## config.mk

```make
export PLATFORM = sky130hd
export DESIGN_NAME = sta_adder
export DESIGN_NICKNAME = d
export VERILOG_FILES = /design/src/rtl/sta_pkg.sv /design/src/rtl/sta_group_gp.sv /design/src/rtl/sta_prefix_tree.sv /design/src/rtl/sta_csel_section.sv /design/src/rtl/sta_adder.sv
export SDC_FILE = /design/constraint.sdc
export NUM_CORES = 1
export LEC_CHECK = 0
export ABC_AREA = 1
export BUFFER_PORTS_ARGS = -buffer_cell sky130_fd_sc_hd__buf_2
export CAP_MARGIN = 40
export CELL_PAD_IN_SITES_DETAIL_PLACEMENT = 2
export CELL_PAD_IN_SITES_GLOBAL_PLACEMENT = 2
export CORE_ASPECT_RATIO = 2
export CORE_MARGIN = 3
export CORE_UTILIZATION = 24
export DETAILED_ROUTE_END_ITERATION = 10
export PLACE_DENSITY = 0.87
export SLEW_MARGIN = 10
export SYNTH_ARGS = -nofsm -noshare
export SYNTH_HDL_FRONTEND = slang
export SYNTH_HIERARCHICAL = 1
export SYNTH_SLANG_ARGS = --single-unit
```

## constraint.sdc

```tcl
create_clock -name vclk -period 6.7
set_input_delay 0.67 -clock vclk [all_inputs]
set_output_delay 0.67 -clock vclk [all_outputs]
set_load 0.02 [all_outputs]
```

## src/rtl/sta_pkg.sv

```systemverilog
package sta_pkg;

    // Generate/propagate pair for a bit group.
    typedef struct packed {
        logic g;
        logic p;
    } gp_t;

    // Merge a higher group with the group directly below it.
    function automatic gp_t gp_merge(input gp_t hi, input gp_t lo);
        gp_t r;
        r.g = (lo.g & hi.p) | hi.g;
        r.p = lo.p & hi.p;
        return r;
    endfunction

    // Carry leaving a group, given the carry entering the word.
    function automatic logic gp_carry(input gp_t grp, input logic cin);
        return grp.g | (grp.p & cin);
    endfunction

    function automatic int unsigned num_sections(input int unsigned width,
                                                 input int unsigned sec_w);
        return (width + sec_w - 1) / sec_w;
    endfunction

endpackage

```

## src/rtl/sta_group_gp.sv

```systemverilog
module sta_group_gp
    import sta_pkg::*;
#(
    parameter int unsigned W = 4
) (
    input  logic [W-1:0] a_i,
    input  logic [W-1:0] b_i,
    output gp_t          grp_o
);
    logic [W-1:0] gen;
    logic [W-1:0] prop;

    assign gen  = a_i & b_i;
    assign prop = a_i | b_i;

    // Fold bit terms from the low end upward.
    always_comb begin
        grp_o.g = gen[0];
        grp_o.p = prop[0];
        for (int i = 1; i < W; i++) begin
            grp_o.g = (grp_o.g & prop[i]) | gen[i];
            grp_o.p = grp_o.p & prop[i];
        end
    end
endmodule

```

## src/rtl/sta_prefix_tree.sv

```systemverilog
module sta_prefix_tree
    import sta_pkg::*;
#(
    parameter int unsigned N = 23
) (
    input  gp_t [N-1:0] sec_gp_i,
    input  logic        cin_i,
    output logic [N-1:0] sec_cin_o,
    output logic        cout_o
);
    localparam int unsigned LEVELS = (N > 1) ? $clog2(N) : 0;

    gp_t [N-1:0] lvl [0:LEVELS];

    assign lvl[0] = sec_gp_i;

    // Parallel prefix: each level doubles the span each node covers.
    for (genvar l = 0; l < LEVELS; l++) begin : g_lvl
        localparam int unsigned DIST = 1 << l;
        for (genvar i = 0; i < N; i++) begin : g_node
            if (i >= DIST) begin : g_merge
                assign lvl[l+1][i] = gp_merge(lvl[l][i], lvl[l][i-DIST]);
            end else begin : g_pass
                assign lvl[l+1][i] = lvl[l][i];
            end
        end
    end

    // Boundary carries only; nothing flows back to bit level.
    assign sec_cin_o[0] = cin_i;
    for (genvar k = 1; k < N; k++) begin : g_cin
        assign sec_cin_o[k] = gp_carry(lvl[LEVELS][k-1], cin_i);
    end

    assign cout_o = gp_carry(lvl[LEVELS][N-1], cin_i);
endmodule

```

## src/rtl/sta_csel_section.sv

```systemverilog
module sta_csel_section #(
    parameter int unsigned W = 4
) (
    input  logic [W-1:0] a_i,
    input  logic [W-1:0] b_i,
    input  logic         sel_i,
    output logic [W-1:0] sum_o
);
    logic [W-1:0] sum_c0;
    logic [W-1:0] sum_c1;

    // Two conditional ripple chains, each feeding its own next bit.
    always_comb begin
        logic c0;
        logic c1;
        c0 = 1'b0;
        c1 = 1'b1;
        for (int i = 0; i < W; i++) begin
            sum_c0[i] = a_i[i] ^ b_i[i] ^ c0;
            sum_c1[i] = a_i[i] ^ b_i[i] ^ c1;
            c0 = (a_i[i] & b_i[i]) | ((a_i[i] | b_i[i]) & c0);
            c1 = (a_i[i] & b_i[i]) | ((a_i[i] | b_i[i]) & c1);
        end
    end

    assign sum_o = sel_i ? sum_c1 : sum_c0;
endmodule

```

## src/rtl/sta_adder.sv

```systemverilog
module sta_adder
    import sta_pkg::*;
#(
    parameter int unsigned WIDTH = 91,
    parameter int unsigned SEC_W = 4
) (
    input  logic [WIDTH-1:0] a_i,
    input  logic [WIDTH-1:0] b_i,
    input  logic             cin_i,
    output logic [WIDTH-1:0] sum_o,
    output logic             cout_o
);
    localparam int unsigned NSEC   = num_sections(WIDTH, SEC_W);
    localparam int unsigned LAST_W = WIDTH - (NSEC - 1) * SEC_W;

    gp_t  [NSEC-1:0] sec_gp;
    logic [NSEC-1:0] sec_cin;

    for (genvar k = 0; k < NSEC; k++) begin : g_sec
        localparam int unsigned LO = k * SEC_W;
        localparam int unsigned SW = (k == NSEC - 1) ? LAST_W : SEC_W;

        sta_group_gp #(.W(SW)) u_gp (
            .a_i   (a_i[LO +: SW]),
            .b_i   (b_i[LO +: SW]),
            .grp_o (sec_gp[k])
        );

        sta_csel_section #(.W(SW)) u_sel (
            .a_i   (a_i[LO +: SW]),
            .b_i   (b_i[LO +: SW]),
            .sel_i (sec_cin[k]),
            .sum_o (sum_o[LO +: SW])
        );
    end

    sta_prefix_tree #(.N(NSEC)) u_tree (
        .sec_gp_i  (sec_gp),
        .cin_i     (cin_i),
        .sec_cin_o (sec_cin),
        .cout_o    (cout_o)
    );
endmodule

```

Word-level counts from Yosys, hierarchy flattened
Index checks and enable logic that the tools add are counted.
W data, S select, Z words.
Storage, ports and cells
  register bits: 0
  input port bits: 183
  output and inout bits: 92
  logic and storage cells: 1160
Operators by class
  multiplexer cells: 23
  bitwise gates (word level): 1137
Operator list (count)
  $and A1 B1 Y1: 485
  $or A1 B1 Y1: 356
  $xor A1 B1 Y1: 227
  $and A4 B4 Y4: 22
  $mux W4: 22
  $or A4 B4 Y4: 22
  $not A1 Y1: 23
  $and A3 B3 Y3: 1
  $mux W3: 1
  $or A3 B3 Y3: 1

Logic depth before layout (Yosys ltp)
  word-level depth: 18
  gate-level depth with buffers: 21
  gate-level depth less buffers: 21

Hierarchy
Netlist, hierarchy kept.
By module, submodules not included
  sta_csel_section (g_sec[0].u_sel ...): times used 22, cells each 24, area each 147.6 µm², sequential area each 0.0 µm²
  sta_group_gp (g_sec[0].u_gp ...): times used 22, cells each 15, area each 66.3 µm², sequential area each 0.0 µm²
  sta_prefix_tree: times used 1, cells each 235, area each 1037.2 µm², sequential area each 0.0 µm²
  sta_csel_section (g_sec[22].u_sel): times used 1, cells each 20, area each 116.4 µm², sequential area each 0.0 µm²
  sta_group_gp (g_sec[22].u_gp): times used 1, cells each 15, area each 62.6 µm², sequential area each 0.0 µm²

Worst setup path after synthesis
OpenSTA, ideal clock, no wires.
  path kind: input-to-output
  start point: input b_i[6]
  end point: output sum_o[75]
  arrival time: 2959 ps
  required time: 6030 ps
  path slack: 3071 ps
  cell stages on the path: 19
  path buffers: 0
  path through: or2_1 > nand3_1 > nand2_1 > or2_0 > nand3_1 > nand2_2 > nand2_1 > nand2_2 > nand2_1 > nand2_1 > nand2_1 > o21ai_0 > fa_1 > fa_1 > inv_1 > nand2_1 > nand2_1 > nand2_1 > nand2_1
RTL lines
  start, declared: RTL line sta_adder.sv:8  | input logic [WIDTH-1:0] b_i,
  end, declared: RTL line sta_adder.sv:10  | output logic [WIDTH-1:0] sum_o,

==> results by group <==
Pwr
  – Worst VDD drop: 33.35 µV
  – Tot Pwr: 847.5 µW
  – Internal: 286.6 µW
  – Pwr/cell area: 109.7 nW/µm²
  – Clock power frac: 0%
  – Sequential power share: 0%
  – Pleak: 5.132 nW
  – Net Sw Power: 560.9 µW
  – Switching part of the total: 66.19%
  – Logic pwr share: 100.0%

Worst hold path
  – Min-delay worst type: in2out

Critical path
  – Critical Path, Cell by Cell: buf_2 -> nor2_1 -> nor2_2 -> nand2_1 -> nor2_1 -> nand2_1 -> inv_1 -> nand2_1 -> nand3_2 -> nand2_1 -> nand2_1 -> nand2_1 -> nand2_1 -> o21ai_0 -> fa_1 -> fa_1 -> inv_1 -> nand2_1 -> nand2_1 -> nand2_1 -> nand2_1 -> buf_2
  – CP dominant cell by count: nand2_1
  – Slowest stage delay, CP: 0.41 ns
  – Slowest stage cell, crit path: fa_1
  – Worst Path Required: 6.03 ns
  – CP max FO: 5
  – CP startpoint kind: input port
  – Worst EP arrival: 3.71 ns
  – Critical path class: in2out
  – CP endpoint kind: primary output

Finish
  – Fraction of layout cells with a size suffix above 1: 22.97%
  – Clkbuf count: 0
  – Fillers: 3205
  – Final nets: 1678
  – Final instance area: 7722 µm²
  – FF/Latch Area: 0 µm²
  – Fin cells: 1738
  – Synthesis-to-finish area growth: 30.38%
  – Seq_cells: 0
  – Finished Core Util: 32.01%

STA
  – Number of hold violations in the final report: 0
  – Final-report setup violation count: 0
  – Tcrit/Tclk final: 65.37%
  – Slew at the pin with the worst max-slew slack: 0.4008 ns
  – Slew margin rel.: 72.99%
  – FMAX: 0.2283 GHz
  – Fin. max-slew vios: 0
  – Setup Total Neg Slack: 0 ns
  – Min cycle time layout: 4.380 ns
  – RSZ-0062 raised after global routing: no

Synth
  – Average size of a mapped cell: 5.251 µm²
  – Synth unique cells: 26
  – Post-synthesis net count: 1402
  – Register area share after synthesis: 0%
  – Synth top area cells: nand2_1 (25%), inv_1 (19%), fa_1 (15%)
  – Mapped cell area: 5923 µm²
  – Synth Warn #: 6
  – Yosys top cell area share: 24.78%
  – Area leader, netlist: nand2_1
  – Mapped Cells: 1128

Die
  – Initial core utilization: 24.55%
  – # rows: 80
  – DIE WIDTH: 117.1 µm
  – I/O pin cnt: 275
  – Die area: 26720 µm²
  – Die Ht: 228.2 µm
  – Core ar.: 24120 µm²

Status
  – Run status: finished clean

Placement
  – Post-placement cell count: 1730
  – Placer Congestion: 0.8642
  – IO Port Bufs: 275
  – Detailed placement HPWL: 24.91 mm
  – Placed Area: 7702 µm²

CTS
  – Post-CTS setup buffers: 0
  – CTS Hold Bufs: 0
  – Post-CTS resize count: 0

GRT
  – First-pass GRT wire length: 40.74 mm
  – Vias in the first global route: 8660
  – GRT overflow: 0
  – GRT Total Usage: 19.00%
  – Number of antenna violations at the first check in global routing: 8
  – Pin count of the biggest net entering global routing: 6

Drt
  – WL per Instance: 14.87 µm
  – Via Count: 7657
  – DRT antenna net count: 0
  – Vias/cell: 4.406
  – Initial DRC count: 140
  – Initial DRT Pass Iterations: 4
  – Post-route DRC: 0
  – Post-Route WL: 25.85 mm

Run
  – Max_cap viols: 0
-- stage by stage --
step                      hold slack (ns)  worst slack, ns
after global placement              1.668            2.316
after global routing                1.719            1.937
after detailed placement            1.691            2.221
after floorplan                     1.508            3.071
final                               1.684            2.320
after CTS                           1.692            2.209
-- final timing paths --
kind | endpoint | depth (start not counted) | start | slack (ns)
setup / recovery | sum_o[67] | 22 | b_i[15] | 2.32
hold / removal | sum_o[0] | 3 | cin_i | 1.68
-- worst max-delay path, delay by kind of cell --
kind	cells	cell delay [ns]
and+or+nand+nor	15	1.65
adders and majority gates	2	0.82
buffers and inverters	4	0.41
AOI/OAI and AO/OA	1	0.16
-- layer usage --
layer	vias to the layer above	GRT usage [%]	part of all wire [%]
li1	3818	-	-
met1	3623	14.68	28
met2	172	43.91	65
met3	44	1.008	2.8
met4	0	6.243	4.0
met5	-	0	0
-- synth_stat cells --
cell type,instances
nand3_1,58
nor3_1,2
a21oi_1,17
o21a_1,22
a21boi_0,1
nand3_2,1
and2_1,3
xor2_1,23
inv_2,3
nand4_1,1
nor2_1,115
o21bai_1,4
fa_1,45
or2_0,1
ha_1,46
nor2_2,25
nor3_2,2
or2_1,22
o21ai_0,27
a21oi_2,1
nor3_4,1
nor4_1,1
nand2_1,391
nand2_2,14
inv_1,301
buf_4,1
-- placed cells by master, fill, tap and decap left out, types with 23 or more instances in the layout --
cell type  instances
xor2_1            23
nor2_2            25
nand3_1           58
o21ai_0           27
ha_1              46
fa_1              45
buf_2            275
inv_1            301
nand2_1          391
nor2_1           115
-- kinds of logic (layout without fill, tap and decap cells) --
| family | count (synthesis) | in the layout | synth area share [%] |
|---|---|---|---|
| other cells | 0 | 8 | 0 |
| xor+xnor | 23 | 23 | 3.401 |
| buf+inv | 305 | 579 | 19.39 |
| fa+ha+maj | 91 | 91 | 24.93 |
| simple gates | 637 | 637 | 44.99 |
| compound gates | 72 | 72 | 7.288 |
-- power groups by stage --
stage | logic (mW) | clock network [mW] | registers (mW)
global placement | 0.834 | 0 | 0
CTS | 0.872 | 0 | 0
finish | 0.848 | 0.000000160 | 0
global route | 0.955 | 0.000000160 | 0
detailed placement | 0.869 | 0 | 0
floorplan | 0.515 | 0 | 0
-- cell type report --
class                           instances  area (µm²)  share of cell area [%]
Timing Repair Buffer                  275        1376                   17.82
Antenna cell                            8       20.02                  0.2592
Tap cell                              328       410.4                   5.314
Multi-Input combinational cell        823        4775                   61.83
Inverter                              304        1141                   14.78
Power figures use the tool's default switching activity.
